## config.mk

```make
export PLATFORM = sky130hd
export DESIGN_NAME = hash_state_port
export DESIGN_NICKNAME = d
export VERILOG_FILES = /design/src/rtl/hsp_pkg.sv /design/src/rtl/hsp_state_bank.sv /design/src/rtl/hsp_engine.sv /design/src/rtl/hsp_regif.sv /design/src/rtl/hash_state_port.sv
export SDC_FILE = /design/constraint.sdc
export NUM_CORES = 1
export LEC_CHECK = 0
export BUFFER_PORTS_ARGS = -buffer_cell sky130_fd_sc_hd__buf_2
export CAP_MARGIN = 20
export CORE_ASPECT_RATIO = 0.6
export CORE_MARGIN = 5
export CORE_UTILIZATION = 35
export DETAILED_ROUTE_END_ITERATION = 8
export PLACE_DENSITY = 0.59
export RECOVER_POWER = 100
export SLEW_MARGIN = 30
export SYNTH_ARGS = -nofsm -noshare
export SYNTH_HDL_FRONTEND = slang
export SYNTH_SLANG_ARGS = --single-unit
```

## constraint.sdc

```tcl
create_clock -name clk -period 12.1 [get_ports clk]
set_clock_uncertainty 0.2 [all_clocks]
set_input_delay 2.42 -clock clk [delete_from_list [all_inputs] [get_ports clk]]
set_output_delay 2.42 -clock clk [all_outputs]
set_load 0.1 [all_outputs]
```

## src/rtl/hsp_pkg.sv

```systemverilog
package hsp_pkg;

  localparam int WORD_W = 32;

  typedef enum logic [2:0] {
    ALG_SHA256 = 3'd0,
    ALG_SHA224 = 3'd1,
    ALG_SHA384 = 3'd2,
    ALG_SHA512 = 3'd3,
    ALG_SM3    = 3'd4
  } alg_e;

  typedef struct packed {
    logic [5:0] byte_order;
    logic       keyed;
    logic [2:0] algo;
  } mode_t;

  localparam logic [7:0] OFS_MODE   = 8'h00;
  localparam logic [7:0] OFS_CHAIN  = 8'h04;
  localparam logic [7:0] OFS_STATUS = 8'h58;
  localparam logic [7:0] OFS_LEN_LO = 8'h60;
  localparam logic [7:0] OFS_LEN_HI = 8'h64;

  function automatic logic is_wide(input logic [2:0] algo);
    return (algo == ALG_SHA384) || (algo == ALG_SHA512);
  endfunction

  function automatic logic [WORD_W-1:0] mix_word(input logic [WORD_W-1:0] w,
                                                 input logic [15:0] k,
                                                 input logic [15:0] b);
    return {w[WORD_W-2:0], w[WORD_W-1]} ^ {k, b};
  endfunction

endpackage

```

## src/rtl/hsp_state_bank.sv

```systemverilog
module hsp_state_bank #(
  parameter int WORDS  = 16,
  parameter int WIDTH  = 32,
  localparam int IDX_W = $clog2(WORDS)
) (
  input  logic             clk,
  input  logic             we,
  input  logic [IDX_W-1:0] waddr,
  input  logic [WIDTH-1:0] wdata,
  input  logic [IDX_W-1:0] raddr_a,
  output logic [WIDTH-1:0] rdata_a,
  input  logic [IDX_W-1:0] raddr_b,
  output logic [WIDTH-1:0] rdata_b
);

  // Distributed-RAM style: one synchronous write port, two asynchronous reads.
  logic [WIDTH-1:0] mem [WORDS];

  always_ff @(posedge clk) begin
    if (we) mem[waddr] <= wdata;
  end

  assign rdata_a = mem[raddr_a];
  assign rdata_b = mem[raddr_b];

endmodule

```

## src/rtl/hsp_engine.sv

```systemverilog
module hsp_engine
  import hsp_pkg::*;
#(
  parameter int NARROW_WORDS = 8,
  parameter int WIDE_WORDS   = 16,
  parameter int BUSY_CYCLES  = 20,
  parameter int BYTES_W      = 16,
  localparam int IDX_W = $clog2(WIDE_WORDS),
  localparam int CNT_W = $clog2(BUSY_CYCLES + 1)
) (
  input  logic               clk,
  input  logic               rst,
  input  logic               start_acc,
  input  logic [BYTES_W-1:0] start_bytes,
  input  logic               wide_sel,
  output logic               busy,
  output logic               upd_we,
  output logic [IDX_W-1:0]   upd_idx,
  input  logic [WORD_W-1:0]  upd_old,
  output logic [WORD_W-1:0]  upd_new,
  output logic               done,
  output logic [BYTES_W-1:0] done_bytes
);

  logic [CNT_W-1:0]   cnt_q;
  logic [BYTES_W-1:0] bytes_q;
  logic [IDX_W:0]     nwords_q;
  logic               busy_q;

  always_ff @(posedge clk) begin
    if (rst) begin
      busy_q   <= 1'b0;
      cnt_q    <= '0;
      bytes_q  <= '0;
      nwords_q <= '0;
    end else if (!busy_q && start_acc) begin
      busy_q   <= 1'b1;
      cnt_q    <= '0;
      bytes_q  <= start_bytes;
      nwords_q <= wide_sel ? (IDX_W+1)'(WIDE_WORDS) : (IDX_W+1)'(NARROW_WORDS);
    end else if (busy_q) begin
      if (cnt_q == CNT_W'(BUSY_CYCLES - 1)) busy_q <= 1'b0;
      cnt_q <= cnt_q + 1'b1;
    end
  end

  // One state word is rewritten per busy cycle, starting with word 0.
  assign upd_we     = busy_q && (32'(cnt_q) < 32'(nwords_q));
  assign upd_idx    = IDX_W'(cnt_q);
  assign upd_new    = mix_word(upd_old, 16'(cnt_q), 16'(bytes_q));
  assign done       = busy_q && (cnt_q == CNT_W'(BUSY_CYCLES - 1));
  assign done_bytes = bytes_q;
  assign busy       = busy_q;

endmodule

```

## src/rtl/hsp_regif.sv

```systemverilog
module hsp_regif
  import hsp_pkg::*;
#(
  parameter int ADDR_W       = 8,
  parameter int NARROW_WORDS = 8,
  parameter int WIDE_WORDS   = 16,
  parameter int BYTES_W      = 16,
  localparam int IDX_W = $clog2(WIDE_WORDS)
) (
  input  logic               clk,
  input  logic               rst,
  input  logic               reg_wr,
  input  logic               reg_rd,
  input  logic [ADDR_W-1:0]  reg_addr,
  input  logic [WORD_W-1:0]  reg_wdata,
  output logic [WORD_W-1:0]  reg_rdata,
  output logic               reg_rvalid,
  input  logic               busy,
  input  logic               start_acc,
  input  logic               done,
  input  logic [BYTES_W-1:0] done_bytes,
  input  logic [WORD_W-1:0]  chain_word,
  output logic               chain_we,
  output logic [IDX_W-1:0]   chain_idx,
  output logic [WORD_W-1:0]  chain_wdata,
  output logic               wide_sel,
  output mode_t              mode_q,
  output logic [63:0]        len_q
);

  logic hit_mode, hit_chain, hit_status, hit_lo, hit_hi;
  logic wr_acc, rd_acc, chain_step;
  logic [IDX_W-1:0] last_idx;
  logic [IDX_W-1:0] idx_q;
  logic [WORD_W-1:0] rd_mux;

  assign hit_mode   = reg_addr == ADDR_W'(OFS_MODE);
  assign hit_chain  = reg_addr == ADDR_W'(OFS_CHAIN);
  assign hit_status = reg_addr == ADDR_W'(OFS_STATUS);
  assign hit_lo     = reg_addr == ADDR_W'(OFS_LEN_LO);
  assign hit_hi     = reg_addr == ADDR_W'(OFS_LEN_HI);

  assign wr_acc     = reg_wr && !busy;
  assign rd_acc     = reg_rd && !reg_wr;
  assign chain_step = !busy && hit_chain && (reg_wr || reg_rd);

  assign wide_sel = is_wide(mode_q.algo);
  assign last_idx = wide_sel ? IDX_W'(WIDE_WORDS - 1) : IDX_W'(NARROW_WORDS - 1);

  always_ff @(posedge clk) begin
    if (rst) begin
      mode_q <= '0;
    end else if (wr_acc && hit_mode) begin
      mode_q.algo       <= reg_wdata[18:16];
      mode_q.keyed      <= reg_wdata[22];
      mode_q.byte_order <= reg_wdata[31:26];
    end
  end

  always_ff @(posedge clk) begin
    if (rst) begin
      idx_q <= '0;
    end else if ((wr_acc && hit_mode) || start_acc) begin
      idx_q <= '0;
    end else if (chain_step) begin
      idx_q <= (idx_q == last_idx) ? '0 : idx_q + 1'b1;
    end
  end

  always_ff @(posedge clk) begin
    if (rst) begin
      len_q <= '0;
    end else if (done) begin
      len_q <= len_q + 64'(done_bytes);
    end else if (wr_acc && hit_lo) begin
      len_q[31:0] <= reg_wdata;
    end else if (wr_acc && hit_hi) begin
      len_q[63:32] <= reg_wdata;
    end
  end

  always_comb begin
    rd_mux = '0;
    if (hit_mode)   rd_mux = {mode_q.byte_order, 3'b0, mode_q.keyed, 3'b0, mode_q.algo, 16'h0};
    if (hit_chain)  rd_mux = busy ? '0 : chain_word;
    if (hit_status) rd_mux = {31'h0, busy};
    if (hit_lo)     rd_mux = len_q[31:0];
    if (hit_hi)     rd_mux = len_q[63:32];
  end

  always_ff @(posedge clk) begin
    if (rst) begin
      reg_rdata  <= '0;
      reg_rvalid <= 1'b0;
    end else begin
      reg_rvalid <= rd_acc;
      if (rd_acc) reg_rdata <= rd_mux;
    end
  end

  assign chain_we    = wr_acc && hit_chain;
  assign chain_idx   = idx_q;
  assign chain_wdata = reg_wdata;

endmodule

```

## src/rtl/hash_state_port.sv

```systemverilog
module hash_state_port
  import hsp_pkg::*;
#(
  parameter int ADDR_W       = 8,
  parameter int NARROW_WORDS = 8,
  parameter int WIDE_WORDS   = 16,
  parameter int BUSY_CYCLES  = 20,
  parameter int BYTES_W      = 16,
  localparam int IDX_W = $clog2(WIDE_WORDS)
) (
  input  logic               clk,
  input  logic               rst,
  input  logic               reg_wr,
  input  logic               reg_rd,
  input  logic [ADDR_W-1:0]  reg_addr,
  input  logic [31:0]        reg_wdata,
  output logic [31:0]        reg_rdata,
  output logic               reg_rvalid,
  input  logic               op_start,
  input  logic [BYTES_W-1:0] op_bytes,
  output logic               busy
);

  logic               start_acc;
  logic               wide_sel;
  logic               eng_we, rif_we;
  logic [IDX_W-1:0]   eng_idx, chain_idx;
  logic [WORD_W-1:0]  eng_old, eng_new, rif_wdata, chain_word;
  logic               done;
  logic [BYTES_W-1:0] done_bytes;
  mode_t              mode_q;
  logic [63:0]        len_q;

  assign start_acc = op_start && !busy;

  hsp_engine #(
    .NARROW_WORDS(NARROW_WORDS), .WIDE_WORDS(WIDE_WORDS),
    .BUSY_CYCLES(BUSY_CYCLES), .BYTES_W(BYTES_W)
  ) u_engine (
    .clk(clk), .rst(rst), .start_acc(start_acc), .start_bytes(op_bytes),
    .wide_sel(wide_sel), .busy(busy), .upd_we(eng_we), .upd_idx(eng_idx),
    .upd_old(eng_old), .upd_new(eng_new), .done(done), .done_bytes(done_bytes)
  );

  hsp_regif #(
    .ADDR_W(ADDR_W), .NARROW_WORDS(NARROW_WORDS),
    .WIDE_WORDS(WIDE_WORDS), .BYTES_W(BYTES_W)
  ) u_regif (
    .clk(clk), .rst(rst), .reg_wr(reg_wr), .reg_rd(reg_rd),
    .reg_addr(reg_addr), .reg_wdata(reg_wdata), .reg_rdata(reg_rdata),
    .reg_rvalid(reg_rvalid), .busy(busy), .start_acc(start_acc),
    .done(done), .done_bytes(done_bytes), .chain_word(chain_word),
    .chain_we(rif_we), .chain_idx(chain_idx), .chain_wdata(rif_wdata),
    .wide_sel(wide_sel), .mode_q(mode_q), .len_q(len_q)
  );

  // Ownership of the single write port follows busy; the two sides never overlap.
  hsp_state_bank #(.WORDS(WIDE_WORDS), .WIDTH(WORD_W)) u_bank (
    .clk(clk),
    .we(busy ? eng_we : rif_we),
    .waddr(busy ? eng_idx : chain_idx),
    .wdata(busy ? eng_new : rif_wdata),
    .raddr_a(chain_idx), .rdata_a(chain_word),
    .raddr_b(eng_idx), .rdata_b(eng_old)
  );

endmodule

```

# Word-level counts from Yosys, hierarchy flattened
# Memory sizes are Yosys's and may differ from the RTL's. A register that Yosys moved wholly into a read port is not among the register bits.
# Cells that the tools add are included.
[word_totals]
regBits = 138
ram_bits = 512
input_bits = 61
wordCells = 75
n_memories = 1
[mem_list]
columns = ["memory", "depth", "width", "read_ports", "rd_ports_with_merged_regs", "write_ports", "line", "text"]
rows = [
  ["u_bank.mem", 16, 32, 2, 2, 1, "hsp_state_bank.sv:17", "logic [WIDTH-1:0] mem [WORDS];"],
]
[classes]
add_sub_neg = 3
magnitude_cmp = 1
n_eq_ne = 9
muxes = 25
n_bitwise = 1
n_reduce_logical = 23
[ops]
columns = ["operator", "n"]
rows = [
  ["two-way mux 32 bit", 10],
  ["adder 64 x 16 -> 64 bit", 1],
  ["two-way mux 64 bit", 1],
  ["bitwise XOR 32 x 21 -> 32 bit", 1],
  ["two-way mux 4 bit", 7],
  ["equality test 8 x 7 -> 1 bit, second input constant", 3],
  ["logical AND 1 bit", 12],
  ["equality test 8 x 3 -> 1 bit, second input constant", 1],
  ["zero test 8 bit", 1],
  ["equality test 3 x 2 -> 1 bit, second input constant", 2],
  ["two-way mux 1 bit", 6],
  ["adder 5 x 1 -> 5 bit, second input constant", 1],
  ["equality test 5 bit, second input constant", 1],
  ["< comparator 5 bit", 1],
  ["two-way mux 5 bit", 1],
  ["adder 4 x 1 -> 4 bit, second input constant", 1],
  ["equality test 4 bit", 1],
  ["nonzero test 2 bit", 2],
  ["OR reduction 2 bit", 2],
  ["logical OR 1 bit", 3],
  ["zero test 1 bit", 2],
  ["inequality test 2 bit, second input constant", 1],
  ["AND reduction 2 bit", 1],
]

# Logic depth before layout (Yosys ltp)
[depth]
ltp_word = 7
mapped_depth = 11

# Cells and area by module
# From an unflattened synthesis, not the netlist that was laid out.
[unflattened]
hier_cells = 2193
area_unflattened_um2 = 32030.7
[by_module_without_submodules]
columns = ["module", "instances", "cells_per_inst", "area_each_um2"]
rows = [
  ["hsp_state_bank", 1, 1077, 22907.0],
  ["hsp_regif", 1, 929, 7272.0],
  ["hsp_engine", 1, 145, 1318.8],
  ["hash_state_port", 1, 42, 533.0],
]

# Least setup slack after synthesis
# No wires, ideal clock.
[synth_path]
path_kind = "input port to flip-flop"
startpoint = "input reg_addr[2]"
endpoint = "memory u_bank.mem[0][0] (enable)"
setup_time_ns = 0.421
arrival_ns = 4.986
path_slack_ns = 6.493
path_stages = 6
n_path_buf = 2
path_cell_list = "clkbuf_1 -> clkbuf_1 -> nand4_1 -> nand2_1 -> o21ai_0 -> nor2_1"
[synth_via]
elab_chain_len = 5
[synth_lines]
columns = ["item", "line", "text"]
rows = [
  ["from (decl)", "hash_state_port.sv:15", "input logic [ADDR_W-1:0] reg_addr,"],
  ["equality test 8 x 3 -> 1 bit", "hsp_regif.sv:38", "assign hit_chain = reg_addr == ADDR_W'(OFS_CHAIN);"],
  ["logical AND 1 bit", "hsp_regif.sv:101", "assign chain_we = wr_acc && hit_chain;"],
  ["two-way mux 1 bit", "hash_state_port.sv:60", ".we(busy ? eng_we : rif_we),"],
  ["two-way mux 1 bit", "hsp_state_bank.sv:20", "if (we) mem[waddr] <= wdata;"],
  ["two-way mux 1 bit (implied by the code)", "hsp_state_bank.sv:20", ""],
  ["to (decl)", "hsp_state_bank.sv:17", ""],
]
# No other way between the ends.

==> results.sh <==
export IMPL_drive_gt1_share_pct=23.5
export IMPL_detail_route_wirelength_mm=100
export IMPL_place_detailed_instances=3330
export IMPL_num_nets_final=2254
export IMPL_clock_tree_buffer_depth=3
export IMPL_crit_fanout=52
export IMPL_nFillCells=8285
export IMPL_p_total_uw=4760
export IMPL_yosysSeqAreaShare_pct=57.5
export IMPL_reg2reg_setup_slack_ps=3870
export IMPL_timing_critical_path_slowest_stage_cell="clkbuf_1"
export IMPL_netSwitchingPower_uw=1100
export IMPL_p_clk_share_pct=41.3
export IMPL_fmax_ghz=0.121
export IMPL_ir_worst_vdd_mv=0.123
export IMPL_synth_async_sr_flop_share_pct=0
export IMPL_cts_tree="done"
export IMPL_end_kind="flop"
export IMPL_post_layout_nonfiller_instances=3440
export IMPL_kind_of_launch_point_of_the_worst_setup_path="flop"
export IMPL_path_cells="clkbuf_1, clkbuf_1, buf_12, mux4_2, mux4_2, xnor2_1, a21oi_1"
export IMPL_worst_slew_margin_rel_pct=-137
export IMPL_timing_final_ws_setup_ps=3870
export IMPL_post_cts_setup_buffers=0
export IMPL_worst_ep_required_time_ps=12160
export IMPL_hold_violations=0
export IMPL_gp_routability_congestion=0.961
export IMPL_synthesized_netlist_net_count=2218
export IMPL_synth_edff_count=512
export IMPL_tritoncts_num_buffers=57
export IMPL_die_height_um=243
export IMPL_drc_violations_left=0
export IMPL_grt_overflow=0
export IMPL_post_synthesis_cell_area_mm2=0.0317
export IMPL_static_leakage_power_uw=0.0106
export IMPL_initial_drt_markers=3093
export IMPL_antenna_cells=0
export IMPL_clk_pin_slew_worst_paths_ps=70
export IMPL_cpPeakStageDelay_ps=2550
export IMPL_power_internal_uw=3660
export IMPL_first_global_vias=20500
export IMPL_p_sw_share_pct=23.1
export IMPL_routed_via_density=6.14
export IMPL_cts_hold_repair_buffers=0
export IMPL_setup_tns_final_ps=0
export IMPL_postCtsResizedCells=0
export IMPL_h_tree_depth=2
export IMPL_worst_slew_pin_transition_ps=3550
export IMPL_critical_path_depth=7
export IMPL_grt_setup_unrepaired="false"
export IMPL_most_common_cell_after_layout_fill_and_taps_aside="edfxtp_1"
export IMPL_setup_worst_path_class="reg -> reg"
export IMPL_most_common_layout_cells="edfxtp_1, mux4_2, nand2_1, a21oi_1, dfxtp_1"
export IMPL_timing_final_max_slew_violations=787
export IMPL_placementRows=85
export IMPL_cts_root_buf="clkbuf_16"
export IMPL_postRouteAntennaNets=0
export IMPL_pre_cts_slack_ps=6640
export IMPL_p_comb_share_pct=6.5
export IMPL_clk_insertion_delay_late_ps=620
export IMPL_placeableCoreArea_mm2=0.0898
export IMPL_crit_family="buffers and inverters"
export IMPL_first_pass_iters=6
export IMPL_die_span_x_um=399
export IMPL_utilization_of_the_core_after_routing_pct=39.5
export IMPL_min_period_ps=8230
export IMPL_ff2ff_path_depth=7
export IMPL_numPortBuffers=94
export IMPL_initial_utilization_pct=35.3
export IMPL_ios=95
export IMPL_power_density_mw_per_mm2=134
export IMPL_failed_checks="max-capacitance violations, max-slew violations"
export IMPL_drv_max_cap_violation_count=23
export IMPL_power_sequential_fraction_pct=52.2
export IMPL_gr_usage_all_layers_pct=20.3
export IMPL_worstHoldPathCells=2
export IMPL_synth_yosys_warnings=0
export IMPL_worst_path_buf_inv=3
export IMPL_grt_first_pass_wirelength_mm=145
export IMPL_tritoncts_num_sinks=655
export IMPL_outcome="finished with violations"
export IMPL_netlist_cell_type_count=68
export IMPL_routed_via_count=21100
export IMPL_postSynthCellCount=2137
export IMPL_die_area_mm2=0.0969
export IMPL_postSynthRegisterBits=655
export IMPL_worst_endpoint_arrival_ps=8290
export IMPL_grt_start_max_net_pins=95
export IMPL_timing_hold_worst_class="reg -> reg"
export IMPL_synth_area_per_cell_um2=14.8
export IMPL_antenna_found_initial=1
export IMPL_final_period_utilization_pct=68.0
export IMPL_areaGrowthSynthToFinish_pct=11.8
export IMPL_wl_cell_um=29.1
export IMPL_finalSetupViolCount=0
export IMPL_synthFlopType="edfxtp_1"
export IMPL_dp_final_hpwl_mm=64.5
-- cell type report --
type / count / area (um^2) / share of cell area (%)
clock buffer: 81 / 1670 / 4.72
clock inverter: 27 / 318 / 0.896
inverter: 17 / 63.8 / 0.180
multi-input combinational: 1299 / 12900 / 36.3
sequential: 655 / 18300 / 51.5
tap: 1218 / 1520 / 4.30
timing repair buffer: 143 / 751 / 2.12
-- state kept, by name (all words and copies together) (netlist names), named ones only --
name and count:
u_bank.mem 512, u_regif.len_q 64, u_regif.reg_rdata 32, u_engine.done_bytes 16, u_regif.mode_q 10, u_engine.cnt_q 5, u_regif.chain_idx 4, u_engine.nwords_q 2
u_engine.busy 1, u_regif.reg_rvalid 1
-- logic make-up (layout without fill, tap and decap cells) --
kind of cell	count (synthesis)	after routing	share of synthesized area, %
adder cells (fa/ha/maj)	20	20	0.813
XOR/XNOR	36	36	0.994
buffers and inverters	183	268	2.25
multiplexers	366	366	23.8
AND/OR/NAND/NOR	517	517	7.57
flip-flops	655	655	57.5
AO/OA/AOI/OAI	360	360	7.05
-- Yosys cell counts (18+ instances only) --
cell type / count / area, um^2
nor2_1: 133 / 499
nor3_1: 39 / 195
nand2_1: 176 / 661
xnor2_1: 31 / 272
a21oi_1: 141 / 706
clkbuf_1: 127 / 477
nand4_1: 32 / 200
a31oi_1: 21 / 131
mux4_2: 309 / 6960
o21ai_0: 85 / 425
and3_1: 18 / 113
edfxtp_1: 512 / 15400
dfxtp_1: 143 / 2860
mux2i_1: 42 / 420
ha_1: 19 / 238
nand3_1: 44 / 220
buf_1: 23 / 86.3
-- routing by layer --
layer	track usage (%)	vias up	wire, um
li1	-	8729	-
met1	30.9	10900	43200
met2	27.2	1389	40800
met3	7.97	154	14000
met4	3.93	2	2160
met5	0	-	12
-- worst reg2reg max path: stages (launching register included) --
cell and delay [ps]:
dfxtp_1 880, clkbuf_1 2550, clkbuf_1 1940, buf_12 330, mux4_2 390, mux4_2 510
xnor2_1 140, a21oi_1 920
-- metrics by stage --
stage               hold slack (ps)  area, um^2
floorplan                       236       31700
global placement                244       33600
detailed placement              252       33600
CTS                             263       35600
global route                    280       35500
finish                          270       35500
-- power by group through the flow --
stage	logic (uW)	registers (uW)	clock network (uW)
finish	309	2490	1970
global route	326	2490	2100
CTS	308	2480	1990
detailed placement	307	2530	0
global placement	299	2530	0
floorplan	167	2570	0
-- path summary, 6_finish.rpt --
kind                startpoint           endpoint
max                       flop   u_bank.mem[6][6]
min          u_regif.mode_q[8]  u_regif.mode_q[8]
max reg2reg               flop   u_bank.mem[6][6]
min reg2reg  u_regif.mode_q[8]  u_regif.mode_q[8]
Note: power is estimated with default switching activity, not from simulation.
